File: config.mk
export PLATFORM = sky130hd
export DESIGN_NAME = rh_port_status
export DESIGN_NICKNAME = d
export VERILOG_FILES = /design/src/rtl/rh_port_pkg.sv /design/src/rtl/rh_port_decode.sv /design/src/rtl/rh_port_ctrl.sv /design/src/rtl/rh_port_chg.sv /design/src/rtl/rh_port_status.sv
export SDC_FILE = /design/constraint.sdc
export NUM_CORES = 1
export LEC_CHECK = 0
export ABC_AREA = 1
export BUFFER_PORTS_ARGS = -buffer_cell sky130_fd_sc_hd__buf_2
export CELL_PAD_IN_SITES_DETAIL_PLACEMENT = 0
export CELL_PAD_IN_SITES_GLOBAL_PLACEMENT = 2
export CORE_ASPECT_RATIO = 1.2
export CORE_MARGIN = 2
export CORE_UTILIZATION = 19
export CTS_CLUSTER_SIZE = 28
export DETAILED_ROUTE_END_ITERATION = 6
export PLACE_DENSITY_LB_ADDON = 0.1
export SYNTH_ARGS = -nofsm -noshare
export SYNTH_HDL_FRONTEND = slang
export SYNTH_SLANG_ARGS = --single-unit
File: constraint.sdc
create_clock -name clk_i -period 2.85 [get_ports clk_i]
set_input_delay 0.285 -clock clk_i [delete_from_list [all_inputs] [get_ports clk_i]]
set_output_delay 0.285 -clock clk_i [all_outputs]
set_load 0.05 [all_outputs]
File: src/rtl/rh_port_pkg.sv
package rh_port_pkg;
  // read / command bit positions within the port word
  localparam int B_CONN = 0;
  localparam int B_EN   = 1;
  localparam int B_SUSP = 2;
  localparam int B_OC   = 3;
  localparam int B_RST  = 4;
  localparam int B_PWR  = 8;
  localparam int B_LS   = 9;
  localparam int CHG_BASE = 16;
  localparam int NUM_CHG  = 5;
  // change flag indices, offset by CHG_BASE in the word
  localparam int C_CONN = 0;
  localparam int C_EN   = 1;
  localparam int C_SUSP = 2;
  localparam int C_OC   = 3;
  localparam int C_RST  = 4;

  typedef struct packed {
    logic clr_en;
    logic set_en;
    logic set_susp;
    logic clr_susp;
    logic set_rst;
    logic set_pwr;
    logic clr_pwr;
  } port_cmd_t;
endpackage

File: src/rtl/rh_port_decode.sv
module rh_port_decode
  import rh_port_pkg::*;
#(
  parameter int DATA_W = 32
) (
  input  logic              wr_en_i,
  input  logic [DATA_W-1:0] wr_data_i,
  output port_cmd_t         cmd_o,
  output logic [NUM_CHG-1:0] w1c_o
);
  always_comb begin
    cmd_o          = '0;
    cmd_o.clr_en   = wr_en_i & wr_data_i[B_CONN];
    cmd_o.set_en   = wr_en_i & wr_data_i[B_EN];
    cmd_o.set_susp = wr_en_i & wr_data_i[B_SUSP];
    cmd_o.clr_susp = wr_en_i & wr_data_i[B_OC];
    cmd_o.set_rst  = wr_en_i & wr_data_i[B_RST];
    cmd_o.set_pwr  = wr_en_i & wr_data_i[B_PWR];
    cmd_o.clr_pwr  = wr_en_i & wr_data_i[B_LS];
  end

  for (genvar g = 0; g < NUM_CHG; g++) begin : g_w1c
    assign w1c_o[g] = wr_en_i & wr_data_i[CHG_BASE+g];
  end
endmodule

File: src/rtl/rh_port_ctrl.sv
module rh_port_ctrl
  import rh_port_pkg::*;
(
  input  logic               clk_i,
  input  logic               rst_ni,
  input  port_cmd_t          cmd_i,
  input  logic               connect_i,
  input  logic               low_speed_i,
  input  logic               oc_act_i,
  input  logic               reset_done_i,
  input  logic               resume_done_i,
  output logic               conn_o,
  output logic               en_o,
  output logic               susp_o,
  output logic               oc_o,
  output logic               rst_o,
  output logic               pwr_o,
  output logic               ls_o,
  output logic [NUM_CHG-1:0] evt_o
);
  logic conn_q, en_q, susp_q, oc_q, rst_q, pwr_q, ls_q, resume_q;
  logic en_d, susp_d, rst_d, pwr_d, resume_d;
  logic oc_rise, disc;

  assign oc_rise = oc_act_i & ~oc_q;
  assign disc    = conn_q & ~connect_i;

  always_comb begin
    en_d     = en_q;
    susp_d   = susp_q;
    rst_d    = rst_q;
    pwr_d    = pwr_q;
    resume_d = resume_q;
    evt_o    = '0;
    // software commands
    if (cmd_i.clr_en) en_d = 1'b0;
    if (cmd_i.set_en) begin
      if (conn_q) en_d = 1'b1;
      else evt_o[C_CONN] = 1'b1;
    end
    if (cmd_i.set_susp) begin
      if (conn_q) susp_d = 1'b1;
      else evt_o[C_CONN] = 1'b1;
    end
    if (cmd_i.clr_susp && susp_q) begin
      susp_d   = 1'b0;
      resume_d = 1'b1;
    end
    if (cmd_i.set_rst) begin
      if (conn_q) rst_d = 1'b1;
      else evt_o[C_CONN] = 1'b1;
    end
    if (cmd_i.set_pwr) pwr_d = 1'b1;
    if (cmd_i.clr_pwr) pwr_d = 1'b0;
    // hardware events override software
    if (reset_done_i && rst_q) begin
      rst_d         = 1'b0;
      en_d          = 1'b1;
      evt_o[C_RST]  = 1'b1;
    end
    if (resume_done_i && (susp_q || resume_q)) begin
      susp_d        = 1'b0;
      resume_d      = 1'b0;
      evt_o[C_SUSP] = 1'b1;
    end
    if (oc_act_i != oc_q) evt_o[C_OC] = 1'b1;
    if (oc_rise) begin
      pwr_d = 1'b0;
      en_d  = 1'b0;
      if (en_q) evt_o[C_EN] = 1'b1;
    end
    if (connect_i != conn_q) evt_o[C_CONN] = 1'b1;
    if (disc) begin
      en_d     = 1'b0;
      susp_d   = 1'b0;
      rst_d    = 1'b0;
      resume_d = 1'b0;
      if (en_q) evt_o[C_EN] = 1'b1;
    end
  end

  always_ff @(posedge clk_i or negedge rst_ni) begin
    if (!rst_ni) begin
      conn_q   <= 1'b0;
      en_q     <= 1'b0;
      susp_q   <= 1'b0;
      oc_q     <= 1'b0;
      rst_q    <= 1'b0;
      pwr_q    <= 1'b0;
      ls_q     <= 1'b0;
      resume_q <= 1'b0;
    end else begin
      conn_q   <= connect_i;
      en_q     <= en_d;
      susp_q   <= susp_d;
      oc_q     <= oc_act_i;
      rst_q    <= rst_d;
      pwr_q    <= pwr_d;
      ls_q     <= low_speed_i;
      resume_q <= resume_d;
    end
  end

  assign conn_o = conn_q;
  assign en_o   = en_q;
  assign susp_o = susp_q;
  assign oc_o   = oc_q;
  assign rst_o  = rst_q;
  assign pwr_o  = pwr_q;
  assign ls_o   = ls_q & conn_q;


  disc_state_chk: assert property (@(posedge clk_i) disable iff (!rst_ni)
    !conn_q |-> (!en_q && !susp_q && !rst_q));


  rst_done_chk: assert property (@(posedge clk_i) disable iff (!rst_ni)
    (rst_q && reset_done_i && connect_i && !oc_rise) |=> (!rst_q && en_q));


  oc_cut_chk: assert property (@(posedge clk_i) disable iff (!rst_ni)
    oc_rise |=> (!pwr_q && !en_q));
endmodule

File: src/rtl/rh_port_chg.sv
module rh_port_chg
  import rh_port_pkg::*;
#(
  parameter int N = NUM_CHG
) (
  input  logic         clk_i,
  input  logic         rst_ni,
  input  logic [N-1:0] set_i,
  input  logic [N-1:0] clr_i,
  output logic [N-1:0] flag_o,
  output logic         any_o
);
  logic [N-1:0] flag_q;
  logic         any_q;

  for (genvar g = 0; g < N; g++) begin : g_flag
    // set has priority over software clear
    always_ff @(posedge clk_i or negedge rst_ni) begin
      if (!rst_ni)       flag_q[g] <= 1'b0;
      else if (set_i[g]) flag_q[g] <= 1'b1;
      else if (clr_i[g]) flag_q[g] <= 1'b0;
    end


    flag_hold_chk: assert property (@(posedge clk_i) disable iff (!rst_ni)
      (flag_q[g] && !clr_i[g]) |=> flag_q[g]);
  end

  always_ff @(posedge clk_i or negedge rst_ni) begin
    if (!rst_ni) any_q <= 1'b0;
    else         any_q <= |flag_q;
  end

  assign flag_o = flag_q;
  assign any_o  = any_q;


  chg_up_chk: assert property (@(posedge clk_i) disable iff (!rst_ni)
    (|flag_q) |=> any_o);

  chg_down_chk: assert property (@(posedge clk_i) disable iff (!rst_ni)
    !(|flag_q) |=> !any_o);
endmodule

File: src/rtl/rh_port_status.sv
module rh_port_status
  import rh_port_pkg::*;
#(
  parameter int DATA_W = 32
) (
  input  logic              clk_i,
  input  logic              rst_ni,
  input  logic              wr_en_i,
  input  logic [DATA_W-1:0] wr_data_i,
  output logic [DATA_W-1:0] rd_data_o,
  input  logic              connect_i,
  input  logic              low_speed_i,
  input  logic              oc_pin_i,
  input  logic              oc_active_low_i,
  input  logic              pwr_active_low_i,
  input  logic              reset_done_i,
  input  logic              resume_done_i,
  output logic              port_power_o,
  output logic              port_reset_o,
  output logic              status_chg_o
);
  localparam int MIN_W = CHG_BASE + NUM_CHG;

  port_cmd_t          cmd;
  logic [NUM_CHG-1:0] w1c, evt, flags;
  logic conn, en, susp, oc, rst, pwr, ls;

  rh_port_decode #(.DATA_W(DATA_W)) u_decode (
    .wr_en_i   (wr_en_i),
    .wr_data_i (wr_data_i),
    .cmd_o     (cmd),
    .w1c_o     (w1c)
  );

  rh_port_ctrl u_ctrl (
    .clk_i         (clk_i),
    .rst_ni        (rst_ni),
    .cmd_i         (cmd),
    .connect_i     (connect_i),
    .low_speed_i   (low_speed_i),
    .oc_act_i      (oc_pin_i ^ oc_active_low_i),
    .reset_done_i  (reset_done_i),
    .resume_done_i (resume_done_i),
    .conn_o        (conn),
    .en_o          (en),
    .susp_o        (susp),
    .oc_o          (oc),
    .rst_o         (rst),
    .pwr_o         (pwr),
    .ls_o          (ls),
    .evt_o         (evt)
  );

  rh_port_chg #(.N(NUM_CHG)) u_chg (
    .clk_i  (clk_i),
    .rst_ni (rst_ni),
    .set_i  (evt),
    .clr_i  (w1c),
    .flag_o (flags),
    .any_o  (status_chg_o)
  );

  always_comb begin
    rd_data_o         = '0;
    rd_data_o[B_CONN] = conn;
    rd_data_o[B_EN]   = en;
    rd_data_o[B_SUSP] = susp;
    rd_data_o[B_OC]   = oc;
    rd_data_o[B_RST]  = rst;
    rd_data_o[B_PWR]  = pwr;
    rd_data_o[B_LS]   = ls;
    rd_data_o[CHG_BASE +: NUM_CHG] = flags;
  end

  assign port_power_o = pwr ^ pwr_active_low_i;
  assign port_reset_o = rst;


  ls_conn_chk: assert property (@(posedge clk_i) disable iff (!rst_ni)
    rd_data_o[B_LS] |-> rd_data_o[B_CONN]);

  initial begin
    width_chk: assert (DATA_W >= MIN_W);
  end
endmodule

# [Word level (Yosys, flattened, before mapping)]
# Index checks and enable logic that the tools add are counted.
[op_classes] n_eq_ne=2 mux=44 bitwise_logic=19 n_reduce_logical=18
[op_table] operator="$mux W1" n=44
[op_table] operator="$and A1 B1 Y1" n=15
[op_table] operator="$reduce_bool A3 Y1" n=4
[op_table] operator="$reduce_bool A2 Y1" n=5
[op_table] operator="$reduce_bool A4 Y1" n=2
[op_table] operator="$reduce_or A5 Y1" n=1
[op_table] operator="$reduce_and A2 Y1" n=2
[op_table] operator="$logic_and A1 B1 Y1" n=3
[op_table] operator="$ne A1 B1 Y1" n=2
[op_table] operator="$not A1 Y1" n=2
[op_table] operator="$xor A1 B1 Y1" n=2
[op_table] operator="$logic_or A1 B1 Y1" n=1
[totals] regBits=14 inputBits=42 out_inout_bits=35 elab_cells=97

# [Logic depth before layout (Yosys ltp)]
[logic_depth] ltp_word=8 ltp_mapped=5 depth_no_buf=5

# [Modules after synthesis]
# Synthesis repeated with hierarchy kept, for this count alone.
[unflattened] hier_cells=131 area_unflattened_um2=960.9
[by_module_without_submodules] mod="rh_port_ctrl" instances=1 cells_each=49 area_each_um2=381.6 seq_area_each_um2=200.2
[by_module_without_submodules] mod="rh_port_status" instances=1 cells_each=38 area_each_um2=244.0 seq_area_each_um2=0.0
[by_module_without_submodules] mod="rh_port_chg" instances=1 cells_each=19 area_each_um2=234.0 seq_area_each_um2=150.1
[by_module_without_submodules] mod="rh_port_decode" instances=1 cells_each=25 area_each_um2=101.3 seq_area_each_um2=0.0

# [Least setup slack after synthesis]
# Ideal clock, no wire load.
[synth_path] kind="register -> output" startpoint="reg u_ctrl.pwr_q (netlist: u_ctrl.pwr_o)" endpoint="out port_power_o" t_arrival_ns=1.139 t_required_ns=2.565 path_slack_ns=1.426 path_stages_with_launch=2 path_buffers=0 cell_sequence="dfrtp_1 > xor2_1"
[synth_between] elab_chain_cells=1
[synth_rtl] item="start, declared" line_no="rh_port_ctrl.sv:21" rtl="logic conn_q, en_q, susp_q, oc_q, rst_q, pwr_q, ls_q, resume_q;"
[synth_rtl] item="start signal, assigned" line_no="rh_port_ctrl.sv:98" rtl="pwr_q <= pwr_d;"
[synth_rtl] item="$xor A1 B1 Y1" line_no="rh_port_status.sv:75" rtl="assign port_power_o = pwr ^ pwr_active_low_i;"
[synth_rtl] item="end, declared" line_no="rh_port_status.sv:18" rtl="output logic port_power_o,"
# Every way passes these cells.

# [Worst setup path in the final report]
# Ends and elaborated chain as after synthesis.

==> run metrics <==
largest net degree at the start of global routing 15; fin util 0.239; Total Routing Usage GR 0.0750; element type at the critical path end output pin; peak supply drop around 0.13 mV; post_cts resized 0; vias in the first global route a little under 600; max-cap check violation count 0; most common cell after layout, fill and taps aside buf_2; leakage power just under 0.6 nW; top sig layer met4; CP peak stage delay approximately 400 ps; post-DR vias/cell 3.39; nets 180; Layout Skew ~1.4 ps; pre-CTS setup slack approximately 1700 ps; first-pass GRT wire length roughly 2.8 mm; antenna cells 0; CTS tree done; Fillers around 500; Remaining DRCs 0; FF+latch count, synth 14; Final Slew Violations 0; clk sinks 14; number of setup buffers added after CTS 0; Tcrit/Tclk final 0.467; Distinct cells, synth 21; most frequent cells in the layout buf_2 (36), nand2_1 (26), conb_1 (20); CP startpoint kind register; Post-Route Setup TNS 0 ps; Layout Cells excl Fill 191; Root Buffer clkbuf_8; core area between 4000 and 5000 um2; clk_lat worst skew ~250 ps; Iter 0 DRT Violations 13; status finished, final reports clean; Hold Path Class input port to register; RSZ-0062 raised after global routing no; Final Worst Setup Slack between 1500 and 2000 ps; Top Ports a little under 80; die outline width approximately 66 um; wl on met1 around 850 um; Die Span Y between 70 and 80 um; crit path time final 1330 ps; die area ~5000 um2; part of the Yosys area used for sequential elements 0.406; Num CTS Buffers 3; Max Root-Sink Buffers 2; Design Power slightly above 700 uW; drt pass-1 iters 4; Peak Freq 751 MHz; initial antenna violation count 0; CTS HTree Levels 1; row cnt 26; DR WL/cell just over 10 um; DP HPWL approximately 1.6 mm; layout cells sized above 1 0.326; crit-path max FO 3; area delta synth->final 20.0%; port buffer count 36; Setup CP Type register to output pin; Hold Buf Count CTS 1; grt total ovfl 0; Worst EP required ~2600 ps; gpl congestion between 0.6 and 0.7; clock slew at reported path FFs about 60 ps; Final Hold Viols 0; critical path, cell by cell xor2_1 > buf_2; Post-Route WL slightly below 2 mm; Mapped Cells roughly 100; PD cells 691 nW/um2; Routed met3 length 134 um; Avg Inst Size Synth 8.38 um2; initial core utilization 0.200; synth warn 0; Mapped Area approximately 860 um2; via count between 600 and 700; Critical Path AT about 1100 ps; met2 wire length 974 um; Placed Instances approximately 190; Critical-path top delay cell dfrtp_1; endpoints failing setup 0; post-route ant nets 0
[cells in the mapped netlist]
cell type	number	area share
nand2_1	26	0.11
dfrtp_1	14	0.41
conb_1	1	0.0043
inv_2	1	0.0043
xor2_1	2	0.020
o21bai_1	1	0.0087
nor3_1	2	0.012
ha_1	2	0.029
buf_4	27	0.23
o21ai_1	1	0.0058
a21oi_1	2	0.012
buf_6	1	0.013
nand2_2	1	0.0073
inv_1	9	0.039
nand3_1	4	0.023
nor2_2	1	0.0073
a21boi_1	1	0.0087
o21ai_0	1	0.0058
nand3_4	1	0.020
nor2_1	4	0.017
o21a_1	1	0.0087
[metrics by stage]
stage,hold slack [ps],instance area [um2]
after floorplan,-10.6,935
after global placement,223,971
after detailed placement,226,971
after CTS,135,1040
after global routing,136,1040
final,141,1040
[where the power goes]
part           total, mW  internal (mW)  switching [mW]  leakage, nW
Sequential         0.247          0.225          0.0221        0.167
Combinational      0.269         0.0555           0.213        0.399
Clock              0.200          0.122          0.0773       0.0288
[final timing paths]
path	startpoint	endpoint	slack (ps)	cells past startpoint
worst max-delay path	u_ctrl.pwr_o	port_power_o	1520	2
worst min-delay path	low_speed_i	u_ctrl.ls_q	140	1
min in group asynchronous	rst_ni	u_chg.flag_o[1]	480	2
worst max register to register	u_ctrl.conn_o	u_chg.flag_o[1]	1790	3
max in group asynchronous	rst_ni	u_chg.flag_o[2]	2110	2
worst min register to register	u_chg.flag_o[4]	u_chg.any_o	490	2
[worst max-delay path, delay by kind of cell, from the launching register on]
kind                   cells  cell delay [ps]
XOR/XNOR                   1              130
flip-flops                 1              400
buffers and inverters      1              270
[layout make-up]
class	count	area [um2]	share of cell area
Multi-Input combinational cell	70	333	0.321
Inverter	10	37.5	0.0362
Sequential cell	14	350	0.338
Tap cell	56	70.1	0.0676
Timing Repair Buffer	37	190	0.184
Clock buffer	4	55.1	0.0531
[flip-flops by register name (all words and copies together) (netlist names)]
signal,count
u_ctrl.susp_o,1
u_ctrl.pwr_o,1
u_ctrl.oc_o,1
u_ctrl.ls_q,1
u_ctrl.conn_o,1
u_ctrl.rst_o,1
u_ctrl.en_o,1
u_chg.any_o,1
u_ctrl.resume_q,1
u_chg.flag_o,5
[cells by family (layout without fill, tap and decap cells)]
kind of cell | count (synthesis) | count (layout) | share of synthesized area
and+or+nand+nor | 39 | 39 | 0.200
buffers and inverters | 38 | 51 | 0.291
DFF | 14 | 14 | 0.406
AOI/OAI and AO/OA | 7 | 7 | 0.0493
adders and majority gates | 2 | 2 | 0.0290
xor gates and xnor gates | 2 | 2 | 0.0203
other | 1 | 20 | 0.00434
[routing by layer]
layer | vias up | global-route usage
met1 | 284 | 0.0955
met4 | 0 | 0.0313
met5 | - | 0
li1 | 331 | -
met3 | 2 | 0.0174
met2 | 31 | 0.120
Power figures use the tool's default switching activity.
